<file path="src/rtl/mdio_pkg.sv">
package mdio_pkg;

    localparam int REG_W           = 32;
    localparam int DATA_W          = 16;
    localparam int ADR_W           = 5;
    localparam int FRAME_SLOTS     = 64;
    localparam int SLOT_W          = $clog2(FRAME_SLOTS);
    localparam int RD_RELEASE_SLOT = 46;
    localparam int RD_DATA_SLOT    = 48;

    localparam logic [1:0] SEL_ADDR = 2'd0;
    localparam logic [1:0] SEL_CMD  = 2'd1;
    localparam logic [1:0] SEL_MODE = 2'd2;

    localparam logic [1:0] CODE_WR = 2'd1;
    localparam logic [1:0] CODE_RD = 2'd3;

    typedef enum logic [1:0] {
        ST_IDLE,
        ST_LOAD,
        ST_SHIFT,
        ST_DONE
    } eng_state_e;

    typedef struct packed {
        logic [ADR_W-1:0]  dev;
        logic [ADR_W-1:0]  port;
        logic [DATA_W-1:0] regnum;
    } target_t;

endpackage

</file>
<file path="src/rtl/mdio_clkgen.sv">
module mdio_clkgen #(
    parameter int MDC_HALF = 4
) (
    input  logic clk,
    input  logic rst_n,
    input  logic run,
    output logic mdc,
    output logic rise,
    output logic fall
);
    localparam int CW = (MDC_HALF > 1) ? $clog2(MDC_HALF) : 1;

    logic [CW-1:0] cnt_q;
    logic          mdc_q;
    logic          wrap;

    assign wrap = (cnt_q == CW'(MDC_HALF - 1));

    always_ff @(posedge clk or negedge rst_n) begin
        if (!rst_n) begin
            cnt_q <= '0;
            mdc_q <= 1'b0;
        end else if (!run) begin
            cnt_q <= '0;
            mdc_q <= 1'b0;
        end else if (wrap) begin
            cnt_q <= '0;
            mdc_q <= ~mdc_q;
        end else begin
            cnt_q <= cnt_q + 1'b1;
        end
    end

    assign mdc  = mdc_q;
    assign rise = run && wrap && !mdc_q;
    assign fall = run && wrap && mdc_q;

endmodule

</file>
<file path="src/rtl/mdio_regs.sv">
module mdio_regs
    import mdio_pkg::*;
#(
    parameter int NUM_C22 = 4
) (
    input  logic                 clk,
    input  logic                 rst_n,
    input  logic                 wen,
    input  logic [1:0]           sel,
    input  logic [REG_W-1:0]     wdata,
    input  logic                 done,
    input  logic                 done_rd,
    input  logic [DATA_W-1:0]    rd_data,
    output logic [REG_W-1:0]     rdata,
    output logic                 busy,
    output logic                 start,
    output target_t              tgt,
    output logic [DATA_W-1:0]    cmd_data,
    output logic [1:0]           cmd_code,
    output logic [NUM_C22-1:0]   mode
);
    logic code_ok;

    assign code_ok = (wdata[17:16] == CODE_WR) || (wdata[17:16] == CODE_RD);

    always_ff @(posedge clk or negedge rst_n) begin
        if (!rst_n) begin
            tgt      <= '0;
            cmd_data <= '0;
            cmd_code <= '0;
            mode     <= '0;
            busy     <= 1'b0;
            start    <= 1'b0;
        end else begin
            start <= 1'b0;
            if (wen && sel == SEL_ADDR) begin
                tgt <= wdata[3*ADR_W+DATA_W-ADR_W-1:0];
            end
            if (wen && sel == SEL_MODE) begin
                mode <= wdata[NUM_C22-1:0];
            end
            if (wen && sel == SEL_CMD && !busy) begin
                cmd_data <= wdata[DATA_W-1:0];
                cmd_code <= wdata[17:16];
                if (wdata[31] && code_ok) begin
                    busy  <= 1'b1;
                    start <= 1'b1;
                end
            end
            if (done) begin
                busy <= 1'b0;
                if (done_rd) begin
                    cmd_data <= rd_data;
                end
            end
        end
    end

    always_comb begin
        rdata = '0;
        unique case (sel)
            SEL_ADDR: rdata[3*ADR_W+DATA_W-ADR_W-1:0] = tgt;
            SEL_CMD:  rdata = {busy, 13'd0, cmd_code, cmd_data};
            SEL_MODE: rdata[NUM_C22-1:0] = mode;
            default:  rdata = '0;
        endcase
    end

endmodule

</file>
<file path="src/rtl/mdio_frame_eng.sv">
module mdio_frame_eng
    import mdio_pkg::*;
#(
    parameter int NUM_C22 = 4
) (
    input  logic                clk,
    input  logic                rst_n,
    input  logic                start,
    input  target_t             tgt,
    input  logic [DATA_W-1:0]   wr_data,
    input  logic                is_read,
    input  logic [NUM_C22-1:0]  mode,
    input  logic                rise,
    input  logic                fall,
    input  logic                mdio_in,
    output logic                run,
    output logic                mdio_out,
    output logic                mdio_oe,
    output logic                done,
    output logic                done_rd,
    output logic [DATA_W-1:0]   rd_data
);
    localparam logic [SLOT_W-1:0] LAST_SLOT = SLOT_W'(FRAME_SLOTS - 1);
    localparam logic [SLOT_W-1:0] REL_SLOT  = SLOT_W'(RD_RELEASE_SLOT);
    localparam logic [SLOT_W-1:0] DAT_SLOT  = SLOT_W'(RD_DATA_SLOT);

    eng_state_e state_q, state_d;

    target_t                 tgt_q;
    logic [DATA_W-1:0]       wdat_q;
    logic                    rd_q;
    logic                    c22_q;
    logic                    phase2_q;
    logic [FRAME_SLOTS-1:0]  sh_q;
    logic [SLOT_W-1:0]       slot_q;
    logic [DATA_W-1:0]       rdsh_q;

    logic                    c22_sel;
    logic [31:0]             frame_w;
    logic                    rd_frame;
    logic                    frame_end;

    // Clause 22 selection for the port being started
    always_comb begin
        c22_sel = 1'b0;
        for (int p = 0; p < NUM_C22; p++) begin
            if (tgt.port == ADR_W'(p)) begin
                c22_sel = mode[p];
            end
        end
    end

    // Frame image after the preamble
    always_comb begin
        if (c22_q) begin
            frame_w = {2'b01, (rd_q ? 2'b10 : 2'b01), tgt_q.port,
                       tgt_q.regnum[ADR_W-1:0], 2'b10, wdat_q};
        end else if (!phase2_q) begin
            frame_w = {2'b00, 2'b00, tgt_q.port, tgt_q.dev, 2'b10, tgt_q.regnum};
        end else begin
            frame_w = {2'b00, (rd_q ? 2'b11 : 2'b01), tgt_q.port, tgt_q.dev,
                       2'b10, wdat_q};
        end
    end

    assign rd_frame  = rd_q && (c22_q || phase2_q);
    assign frame_end = fall && (slot_q == LAST_SLOT);

    // Next state
    always_comb begin
        state_d = state_q;
        unique case (state_q)
            ST_IDLE:  if (start) state_d = ST_LOAD;
            ST_LOAD:  state_d = ST_SHIFT;
            ST_SHIFT: begin
                if (frame_end) begin
                    state_d = (!c22_q && !phase2_q) ? ST_LOAD : ST_DONE;
                end
            end
            ST_DONE:  state_d = ST_IDLE;
            default:  state_d = ST_IDLE;
        endcase
    end

    // State register
    always_ff @(posedge clk or negedge rst_n) begin
        if (!rst_n) state_q <= ST_IDLE;
        else        state_q <= state_d;
    end

    // Datapath
    always_ff @(posedge clk or negedge rst_n) begin
        if (!rst_n) begin
            tgt_q    <= '0;
            wdat_q   <= '0;
            rd_q     <= 1'b0;
            c22_q    <= 1'b0;
            phase2_q <= 1'b0;
            sh_q     <= '1;
            slot_q   <= '0;
            rdsh_q   <= '0;
        end else begin
            unique case (state_q)
                ST_IDLE: begin
                    if (start) begin
                        tgt_q    <= tgt;
                        wdat_q   <= wr_data;
                        rd_q     <= is_read;
                        c22_q    <= c22_sel;
                        phase2_q <= 1'b0;
                    end
                end
                ST_LOAD: begin
                    sh_q   <= {32'hFFFF_FFFF, frame_w};
                    slot_q <= '0;
                end
                ST_SHIFT: begin
                    if (fall) begin
                        sh_q   <= {sh_q[FRAME_SLOTS-2:0], 1'b1};
                        slot_q <= slot_q + 1'b1;
                        if (slot_q == LAST_SLOT && !c22_q && !phase2_q) begin
                            phase2_q <= 1'b1;
                        end
                    end
                    if (rise && rd_frame && slot_q >= DAT_SLOT) begin
                        rdsh_q <= {rdsh_q[DATA_W-2:0], mdio_in};
                    end
                end
                default: ;
            endcase
        end
    end

    // Outputs
    always_comb begin
        run      = (state_q == ST_SHIFT);
        mdio_oe  = run && (!rd_frame || slot_q < REL_SLOT);
        mdio_out = mdio_oe ? sh_q[FRAME_SLOTS-1] : 1'b1;
        done     = (state_q == ST_DONE);
        done_rd  = rd_q;
        rd_data  = rdsh_q;
    end

endmodule

</file>
<file path="src/rtl/mdio_cmd_engine.sv">
module mdio_cmd_engine
    import mdio_pkg::*;
#(
    parameter int MDC_HALF = 4,
    parameter int NUM_C22  = 4
) (
    input  logic        clk,
    input  logic        rst_n,
    input  logic        reg_wen,
    input  logic [1:0]  reg_sel,
    input  logic [31:0] reg_wdata,
    output logic [31:0] reg_rdata,
    output logic        mdc,
    input  logic        mdio_in,
    output logic        mdio_out,
    output logic        mdio_oe
);
    logic                busy_w;
    logic                start_w;
    target_t             tgt_w;
    logic [DATA_W-1:0]   cmd_data_w;
    logic [1:0]          cmd_code_w;
    logic [NUM_C22-1:0]  mode_w;
    logic                done_w;
    logic                done_rd_w;
    logic [DATA_W-1:0]   rd_data_w;
    logic                run_w;
    logic                rise_w;
    logic                fall_w;
    logic                cmd_wr_w;

    assign cmd_wr_w = reg_wen && (reg_sel == SEL_CMD);

    mdio_regs #(.NUM_C22(NUM_C22)) u_regs (
        .clk      (clk),
        .rst_n    (rst_n),
        .wen      (reg_wen),
        .sel      (reg_sel),
        .wdata    (reg_wdata),
        .done     (done_w),
        .done_rd  (done_rd_w),
        .rd_data  (rd_data_w),
        .rdata    (reg_rdata),
        .busy     (busy_w),
        .start    (start_w),
        .tgt      (tgt_w),
        .cmd_data (cmd_data_w),
        .cmd_code (cmd_code_w),
        .mode     (mode_w)
    );

    mdio_clkgen #(.MDC_HALF(MDC_HALF)) u_clk (
        .clk   (clk),
        .rst_n (rst_n),
        .run   (run_w),
        .mdc   (mdc),
        .rise  (rise_w),
        .fall  (fall_w)
    );

    mdio_frame_eng #(.NUM_C22(NUM_C22)) u_eng (
        .clk      (clk),
        .rst_n    (rst_n),
        .start    (start_w),
        .tgt      (tgt_w),
        .wr_data  (cmd_data_w),
        .is_read  (cmd_code_w == CODE_RD),
        .mode     (mode_w),
        .rise     (rise_w),
        .fall     (fall_w),
        .mdio_in  (mdio_in),
        .run      (run_w),
        .mdio_out (mdio_out),
        .mdio_oe  (mdio_oe),
        .done     (done_w),
        .done_rd  (done_rd_w),
        .rd_data  (rd_data_w)
    );

endmodule

</file>
<file path="config.mk">
export PLATFORM = sky130hd
export DESIGN_NAME = mdio_cmd_engine
export DESIGN_NICKNAME = d
export VERILOG_FILES = /design/src/rtl/mdio_pkg.sv /design/src/rtl/mdio_clkgen.sv /design/src/rtl/mdio_regs.sv /design/src/rtl/mdio_frame_eng.sv /design/src/rtl/mdio_cmd_engine.sv
export SDC_FILE = /design/constraint.sdc
export NUM_CORES = 1
export LEC_CHECK = 0
export BUFFER_PORTS_ARGS = -buffer_cell sky130_fd_sc_hd__clkbuf_2
export CORE_MARGIN = 4
export CORE_UTILIZATION = 30
export DETAILED_ROUTE_END_ITERATION = 7
export GPL_TIMING_DRIVEN = 0
export SLEW_MARGIN = 20
export SYNTH_ARGS = -nofsm -noshare
export SYNTH_HDL_FRONTEND = slang
export SYNTH_SLANG_ARGS = --single-unit
</file>
<file path="constraint.sdc">
create_clock -name clk -period 2.45 [get_ports clk]
set_clock_uncertainty 0.1 [all_clocks]
set_input_delay 0.245 -clock clk [delete_from_list [all_inputs] [get_ports clk]]
set_output_delay 0.245 -clock clk [all_outputs]
set_load 0.02 [all_outputs]
</file>
After elaboration in Yosys (flattened, before gate mapping) --
Index checks and enable logic that the tools add are counted.
Storage, ports and cells: register bits after elaboration 186, input bits 38, word-level logic and storage cells 117
Operators by class: $add $sub $neg 2, magnitude comparators 2, equality and inequality tests 18, muxes and demuxes 36, bitwise operators 1, reductions and logical operators 37
Operators with widths (count):
- case mux 64 bit (2 select lines) | 1
- 2-to-1 mux 64 bit | 1
- 2-to-1 mux 16 bit | 3
- case mux 22 bit (2 select lines) | 1
- 2-to-1 mux 32 bit | 1
- 2-to-1 mux 30 bit | 1
- logical AND 1 bit | 16
- 2-to-1 mux 1 bit | 15
- 2-to-1 mux 2 bit | 7
- == test 2 bit, second input constant | 6
- 2-to-1 mux 6 bit | 2
- case mux 4 bit (3 select lines) | 1
- case mux 6 bit (2 select lines) | 1
- == test 5 x 2 -> 1 bit, second input constant | 2
- AND reduction 2 bit | 5
- case mux 2 bit (4 select lines) | 1
- nonzero test 2 bit | 4
- adder 6 x 1 -> 6 bit, second input constant | 1
- == test 2 x 1 -> 1 bit, second input constant | 3
- == test 6 bit, second input constant | 1
- greater-or-equal comparator 6 bit, second input constant | 1
- less-than comparator 6 bit, second input constant | 1
- != test 2 x 1 -> 1 bit, second input constant | 3
- == test 5 x 1 -> 1 bit, second input constant | 1
- other kinds (9) | 17

Logic depth before layout (Yosys ltp) --
Gate-level depths: netlist (run 1).
depth in word-level cells 6, depth in mapped cells 7

Cells and area by module --
From an unflattened synthesis (run 1), not the netlist that was laid out.
Second synthesis, totals: cells, all modules 754, area, all modules 8923.6 um^2
Modules (own cells, without submodules):
- mdio_frame_eng | instances 1, cells an instance 536, area each 6298.5 um^2
- mdio_regs | instances 1, cells an instance 206, area each 2487.4 um^2
- mdio_clkgen | instances 1, cells an instance 11, area each 131.4 um^2
- mdio_cmd_engine | instances 1, cells an instance 1, area each 6.3 um^2

Worst setup path after synthesis (run 1) --
Ideal clock, no wire load.
path kind register -> register, start point reg u_eng.state_q[0], end point reg u_eng.rdsh_q[10] (netlist: u_eng.rd_data[10]), arrival 1.654 ns, required time 2.225 ns, slack 0.571 ns, cell stages (with the launch flop) 8, buffers on the path 4, path through dfrtp_1 -> buf_6 -> nand2b_4 -> buf_6 -> or3_4 -> buf_6 -> buf_8 -> mux2_4
On the way: cells in the longest elaborated chain, start to end 6
Ends and longest elaborated chain:
- start, declared | line mdio_frame_eng.sv:27 | eng_state_e state_q, state_d;
- start signal, assigned | line mdio_frame_eng.sv:88 | else state_q <= state_d;
- == test 2 bit * | line mdio_frame_eng.sv:103, mdio_frame_eng.sv:136
- logical AND 1 bit (2 in series) | line mdio_clkgen.sv:35 | assign rise = run && wrap && !mdc_q;
- logical AND 1 bit (2 in series) | line mdio_frame_eng.sv:125 | if (rise && rd_frame && slot_q >= DAT_SLOT) begin
- AND reduction 2 bit (no line) *
- end signal, assigned | line mdio_frame_eng.sv:126 | rdsh_q <= {rdsh_q[DATA_W-2:0], mdio_in};
- end, declared | line mdio_frame_eng.sv:36 | logic [DATA_W-1:0] rdsh_q;
Mark *: on every way between the ends. The rest lies on a longest branch, timed or not. A chain may end at the register's enable or synchronous reset.

Final worst setup path (run 1) --
start point reg u_eng.phase2_q, end point out mdio_out
On the way: cells in the longest elaborated chain, start to end 6
Ends and longest elaborated chain:
- start, declared | line mdio_frame_eng.sv:33 | logic phase2_q;
- start signal, assigned | line mdio_frame_eng.sv:98 | phase2_q <= 1'b0;
- start signal, assigned | line mdio_frame_eng.sv:110 | phase2_q <= 1'b0;
- start signal, assigned | line mdio_frame_eng.sv:122 | phase2_q <= 1'b1;
- logical OR 1 bit | line mdio_frame_eng.sv:66 | assign rd_frame = rd_q && (c22_q || phase2_q);
- logical AND 1 bit | line mdio_frame_eng.sv:66
- logical NOT 1 bit | line mdio_frame_eng.sv:137 | mdio_oe = run && (!rd_frame || slot_q < REL_SLOT);
- logical OR 1 bit | line mdio_frame_eng.sv:137
- logical AND 1 bit | line mdio_frame_eng.sv:137
- 2-to-1 mux 1 bit | line mdio_frame_eng.sv:138 | mdio_out = mdio_oe ? sh_q[FRAME_SLOTS-1] : 1'b1;
- end, declared | line mdio_cmd_engine.sv:15 | output logic mdio_out,
No other way between the ends.

==> impl_metrics.toml, run 1 <==
[run_status]
status = "finished clean"

[sta]
setup_viol = 0
finalCritPeriodShare_pct = 90.4
finalHoldViolCount = 0
fin_crit_ns = 2.22
worst_slew_pin_slew_ns = 0.947
rsz0062_at_grt = "no"
drv_slew = 0
slew_headroom_pct = 36.8
fmax_mhz = 451
timing.final.ws_setup_ns = 0.234

[synth]
synth-xor-area-share_pct = 0.104
synth_compound_area_share_pct = 9.98
async_flop_share_pct = 100
synth_cells = 815
muxShareOfSynthArea_pct = 11.5
netlist_area_mm2 = 0.00839
synth_flop_cell = "dfrtp_1"
synth_top_family_by_area = "simple AND/OR/NAND/NOR gates"
avgSynthCellArea_um2 = 10.3
synth_warnings = 0
synth_edf_count = 0
synthSimpleGateAreaFrac_pct = 17.8
yosys.area_share.adder_pct = 0.298
seq_area_frac_synth_pct = 56.5
synth-seq-cells = 186
synthDistinctLibCells = 51

[layout]
fill_cells = 2727
final_area_mm2 = 0.0101
fin_cells = 1314
n_antenna_cell = 0
layout-drive-gt1-share_pct = 24.8
area_delta_synth_final_pct = 20.9
nets = 969
postLayoutCoreUtil_pct = 37.2

[worst_setup_path]
crit_fanout = 10
crit_path_start_kind = "flip-flop"
end_kind = "output pin"
r2r_start = "u_eng.state_q[1]$_DFFE_PN0P_"
crit_start = "u_eng.phase2_q$_DFFE_PN0P_"
reg2reg_to = "u_eng.wdat_q[15]$_DFFE_PN0P_"
critical_path_required_ns = 2.11
reg2reg_depth = 5
crit_arrival_ns = 1.87
crit_end = "mdio_out"
worst-setup-path-type = "reg2out"
r2r_setup_slack_ns = 0.24

[clock_network]
clock-root-buffer = "clkbuf_16"
htreeDepth = 4
cts_tree = "done"
cts_buffer_depth = 2
clk_pin_slew_ns = 0.08
clkLatencyLatePin_ns = 0.44
post-cts-setup-buffers = 0
numCtsBuffers = 17
clock_sinks = 186
cts_resized = 0

[grt]
grt_overflow = 0
grt_pass1_vias = 6374
grtUsageTotal_pct = 13.3
grt_pass1_wl_um = 33600
antenna_found_initial = 0
grt_max_degree = 84

[place]
dp_cells = 1255
placed_area_mm2 = 0.00924
gp_routability_congestion = 0.806
post-dp-hpwl_um = 14100
port_buffers = 62
pre_cts_ws_ns = 0.210

[power_and_ir_drop]
fin_total_pwr_mw = 9.08
leakage_nw = 4.48
power_density_mw_per_mm2 = 896
ir_drop_uv = 462

[floorplan]
coreArea_mm2 = 0.0273
die_area_mm2 = 0.0307
die_w_um = 175
ios = 73
num_rows = 60
start_util_pct = 30.8
die_h_um = 175

[routing]
antenna_left = 0
wirelength_um = 19800
drt_iter0_drc = 384
drc = 0
firstDrtPassIters = 5
post_drt_wl_per_cell_um = 15.1
vias = 6149
vias_per_cell = 4.68

[hold_path]
hp-class = "in2reg"

[run]
max_cap_viol_count = 0
==> metrics by stage <==
step | hold WS (ns) | TNS [ns]
global placement | 0.332 | -387.55
detailed placement | 0.0596 | 0
CTS | 0.00132 | 0
finish | 0.0107 | 0
global route | 0.0105 | 0
floorplan | -0.151 | 0
==> flip-flops by register name, summed over array words and instances, names as in the netlist, 2 cells and up <==
register	flops
u_clk.cnt_q	2
u_eng.rd_data	16
u_eng.tgt_q	26
u_regs.mode	4
u_regs.cmd_data	16
u_eng.sh_q	64
u_regs.cmd_code	2
u_eng.wdat_q	16
u_eng.slot_q	6
u_eng.state_q	2
u_regs.tgt	26
==> synth_stat cells (2+ instances only) <==
| master | instances | area (µm²) |
|---|---|---|
| dfrtp_1 | 122 | 3050 |
| nor2b_1 | 9 | 56.3 |
| nor2_1 | 24 | 90.1 |
| o211ai_1 | 2 | 15.0 |
| buf_2 | 12 | 60.1 |
| o31ai_1 | 7 | 52.6 |
| and2_1 | 10 | 62.6 |
| clkbuf_1 | 41 | 154 |
| a21oi_1 | 3 | 15.0 |
| nor4_1 | 3 | 18.8 |
| inv_1 | 2 | 7.51 |
| o2bb2ai_1 | 15 | 131 |
| nor3b_1 | 16 | 120 |
| ha_1 | 2 | 25.0 |
| a31oi_1 | 7 | 43.8 |
| a211oi_1 | 21 | 158 |
| nand3_1 | 15 | 75.1 |
| buf_1 | 4 | 15.0 |
| and3_1 | 2 | 12.5 |
| nand2b_1 | 2 | 12.5 |
| buf_6 | 3 | 33.8 |
| dfstp_2 | 64 | 1680 |
| buf_4 | 5 | 37.5 |
| mux2_2 | 38 | 428 |
| mux2_4 | 10 | 150 |
| o21ai_0 | 57 | 285 |
| o22ai_1 | 15 | 93.8 |
| nor3_1 | 9 | 45.0 |
| mux2i_1 | 36 | 360 |
| nand2_1 | 237 | 890 |
| or3_1 | 2 | 12.5 |
==> routing by layer <==
layer / share of wire (%) / global-route usage (%) / vias to the layer above
li1: - / - / 3010
met1: 48 / 18.3 / 3021
met2: 48 / 21.8 / 101
met3: 3.1 / 2.38 / 17
met4: 0.97 / 3.37 / 0
met5: 0 / 0 / -
==> cells by family after synthesis <==
group / Yosys count
AOI/OAI and AO/OA: 132
buffers and inverters: 68
xor gates and xnor gates: 1
other: 1
muxes: 85
adders and majority gates: 2
and+or+nand+nor: 340
DFF: 186
==> what timing repair did <==
action	4_1_cts	5_1_grt
endpoints found under the setup margin	0	1
hold endpoints to repair	94	0
hold buffers	28	0
==> worst max-delay path: stages (launching register included) <==
cell	delay, ns
dfrtp_1	0.35
buf_2	0.18
o211ai_1	0.27
a21oi_1	0.09
or3_1	0.36
clkbuf_2	0.18
==> final cells by class <==
class                           instances  area (µm²)  area share (%)
Tap cell                              372         465            4.59
Sequential cell                       186        4730            46.7
Inverter                                2        7.51          0.0741
Buffer                                 65         312            3.07
Clock buffer                           17         425            4.20
Clock inverter                         15         194            1.91
Multi-Input combinational cell        565        3340            33.0
Timing Repair Buffer                   92         654            6.46
==> report_power, final <==
part / leakage [nW] / internal [mW] / switching (mW)
Clock: 0.291 / 1.39 / 1.40
Combinational: 1.96 / 0.762 / 0.894
Sequential: 2.23 / 4.10 / 0.532
==> how the worst min path moves through the flow <==
stage | from | endpoint | slack [ns] | cells after the start
finish | reg_wdata[3] | u_regs.mode[3]$_DFFE_PN0P_ | 0.01 | 2
global route | reg_wdata[3] | u_regs.mode[3]$_DFFE_PN0P_ | 0.01 | 2
CTS | reg_wdata[3] | u_regs.mode[3]$_DFFE_PN0P_ | 0.001 | 2
detailed placement | rst_n | u_eng.slot_q[3]$_DFFE_PN0P_ | 0.06 | 1
global placement | u_clk.cnt_q[0]$_DFF_PN0_ | u_clk.cnt_q[0]$_DFF_PN0_ | 0.33 | 1
floorplan | rst_n | u_clk.cnt_q[0]$_DFF_PN0_ | -0.15 | 0
==> cells in the final DEF, fill, tap and decap left out, types with 16 or more instances in the layout <==
master	instances
nand2_1	237
clkbuf_2	61
clkbuf_16	17
mux2i_1	36
dlygate4sd3_1	28
dfstp_2	64
o21ai_0	57
nor2_1	24
dfrtp_1	122
nor3b_1	16
mux2_2	38
clkbuf_1	40
a211oi_1	21
(Power assumes the default switching activity.)
==> run 2: changes to the inputs <==
Settings changed: MAX_ROUTING_LAYER set to met4, RECOVER_POWER set to 100.
==> run 2 against run 1 <==
Effect of this change: sequential cell count unchanged; first-iteration DRC count fell by 5.5%; critical path depth up 2.
==> impl_metrics.toml, run 2 (synthesis gave the netlist of run 1 again) <==
[worst_setup_path]
r2r_setup_slack_ns = 0.11
crit_path_start_kind = "flip-flop"
worst-setup-path-type = "reg2reg"
crit_fanout = 16
crit_start = "u_eng.state_q[0]$_DFFE_PN0P_"
r2r_start = "u_eng.state_q[0]$_DFFE_PN0P_"
end_kind = "flip-flop"
crit_arrival_ns = 2.58
critical_path_required_ns = 2.69

[hold_path]
hp-class = "in2reg"
hp-start = "reg_wdata[3]"

[layout]
layout-drive-gt1-share_pct = 22.2
layout_common_cells = "nand2_1 (237), dfrtp_1 (122), clkbuf_1 (66)"
reg_top3 = "u_eng.sh_q: 64 flops, u_eng.tgt_q: 26 flops, u_regs.tgt: 26 flops"
n_antenna_cell = 0
nets = 969
largest_reg_flops = 64
fill_cells = 2752
area_delta_synth_final_pct = 19.9
layout_commonest_cell = "nand2_1"
regMostFlops = "u_eng.sh_q"

[grt]
antenna_found_initial = 0
grt_pass1_wl_um = 33600
grt_pass1_vias = 6363
grtUsageTotal_pct = 13.7
grt_overflow = 0
grt_max_degree = 84

[routing]
post_drt_wl_per_cell_um = 15.1
drt_iter0_drc = 363
drc = 0
antenna_left = 0
wirelength_um = 19800
vias_per_cell = 4.69
firstDrtPassIters = 5
vias = 6157

[power_and_ir_drop]
pwr-share-clk_pct = 30.9
comb_power_share_pct = 18.0
swShare_pct = 31.2
power_density_mw_per_mm2 = 901
p_int_mw = 6.24
fin_total_pwr_mw = 9.06
leakage_nw = 4.37
ir_drop_uv = 459
power_switching_mw = 2.83
p_seq_share_pct = 51.1

[place]
port_buffers = 62
post-dp-hpwl_um = 14100
pre_cts_ws_ns = 0.210
gp_routability_congestion = 0.818

[floorplan]
die_h_um = 175
num_rows = 60
start_util_pct = 30.8
ios = 73
die_w_um = 175
die_area_mm2 = 0.0307
coreArea_mm2 = 0.0273

[sta]
fmax_mhz = 427
setup_viol = 0
rsz0062_at_grt = "no"
finalHoldViolCount = 0
finalCritPeriodShare_pct = 95.6
fin_crit_ns = 2.34
slew_headroom_pct = 29.6
timing.final.ws_setup_ns = 0.108
worst_slew_pin_slew_ns = 1.06
drv_slew = 0

[clock_network]
clock_sinks = 186
post-cts-setup-buffers = 0
cts_tree = "done"
numCtsBuffers = 17
htreeDepth = 4
cts_resized = 0
cts_buffer_depth = 2
clkLatencyLatePin_ns = 0.44
clock-root-buffer = "clkbuf_16"
clk_pin_slew_ns = 0.09

[run]
max_cap_viol_count = 0

[run_status]
status = "finished clean"
run 2: path summary, 6_finish.rpt:
check                      cells past startpoint                      endpoint
setup / recovery                               7  u_eng.rd_data[9]$_DFFE_PN0P_
hold / removal                                 2    u_regs.mode[3]$_DFFE_PN0P_
setup reg to reg                               7  u_eng.rd_data[9]$_DFFE_PN0P_
hold reg to reg                                2    u_eng.sh_q[46]$_DFFE_PN1P_
max in group asynchronous                      4     u_eng.sh_q[5]$_DFFE_PN1P_
min in group asynchronous                      2   u_eng.slot_q[3]$_DFFE_PN0P_
run 2: power by group through the flow:
stage	registers, mW	clock network (mW)	logic [mW]
final	4.63	2.80	1.63
after global routing	4.74	3.00	1.87
after CTS	4.63	2.87	1.69
after detailed placement	4.67	0	1.65
after global placement	4.66	0	1.60
after floorplan	4.48	0	1.22
run 2: timing repair:
action | CTS | global route
hold buffers | 28 | 0
endpoints found under the hold margin | 94 | 0
setup endpoints to repair | 0 | 1
run 2: per-layer routing:
metal,up-vias,track usage (%),part of all wire (%),wire [µm]
met5,-,-,0,0
met4,0,3.37,0.77,152
met3,16,2.27,3.1,611
met2,110,21.9,48,9600
met1,3023,18.3,48,9470
li1,3008,-,-,-
run 2: per-stage QoR:
stage / utilization, % / setup TNS [ns] / hold WS [ns] / cell area, µm² / instances
finish: 36.9 / 0 / 0.0141 / 10100 / 1314
global route: 36.9 / 0 / 0.0105 / 10100 / 1314
CTS: 37.2 / 0 / 0.00132 / 10100 / 1315
detailed placement: 33.9 / 0 / 0.0596 / 9240 / 1255
global placement: 33.7 / -387.55 / 0.332 / 9180 / 1253
floorplan: - / 0 / -0.151 / 8400 / 819
run 2: cell type report:
type / count / area, µm² / area share [%]
Sequential cell: 186 / 4730 / 47.1
Multi-Input combinational cell: 565 / 3330 / 33.2
Timing Repair Buffer: 92 / 606 / 6.02
Tap cell: 372 / 465 / 4.63
Clock buffer: 17 / 425 / 4.23
Buffer: 65 / 289 / 2.87
Clock inverter: 15 / 194 / 1.93
Inverter: 2 / 7.51 / 0.0747
run 2: worst max-delay path, cell delays in order (launching register included):
cell and delay (ns):
dfrtp_1 0.37, buf_6 0.14, nand2b_2 0.18, buf_6 0.16, or3_1 0.46, clkbuf_1 0.24
clkbuf_4 0.27, mux2_4 0.32
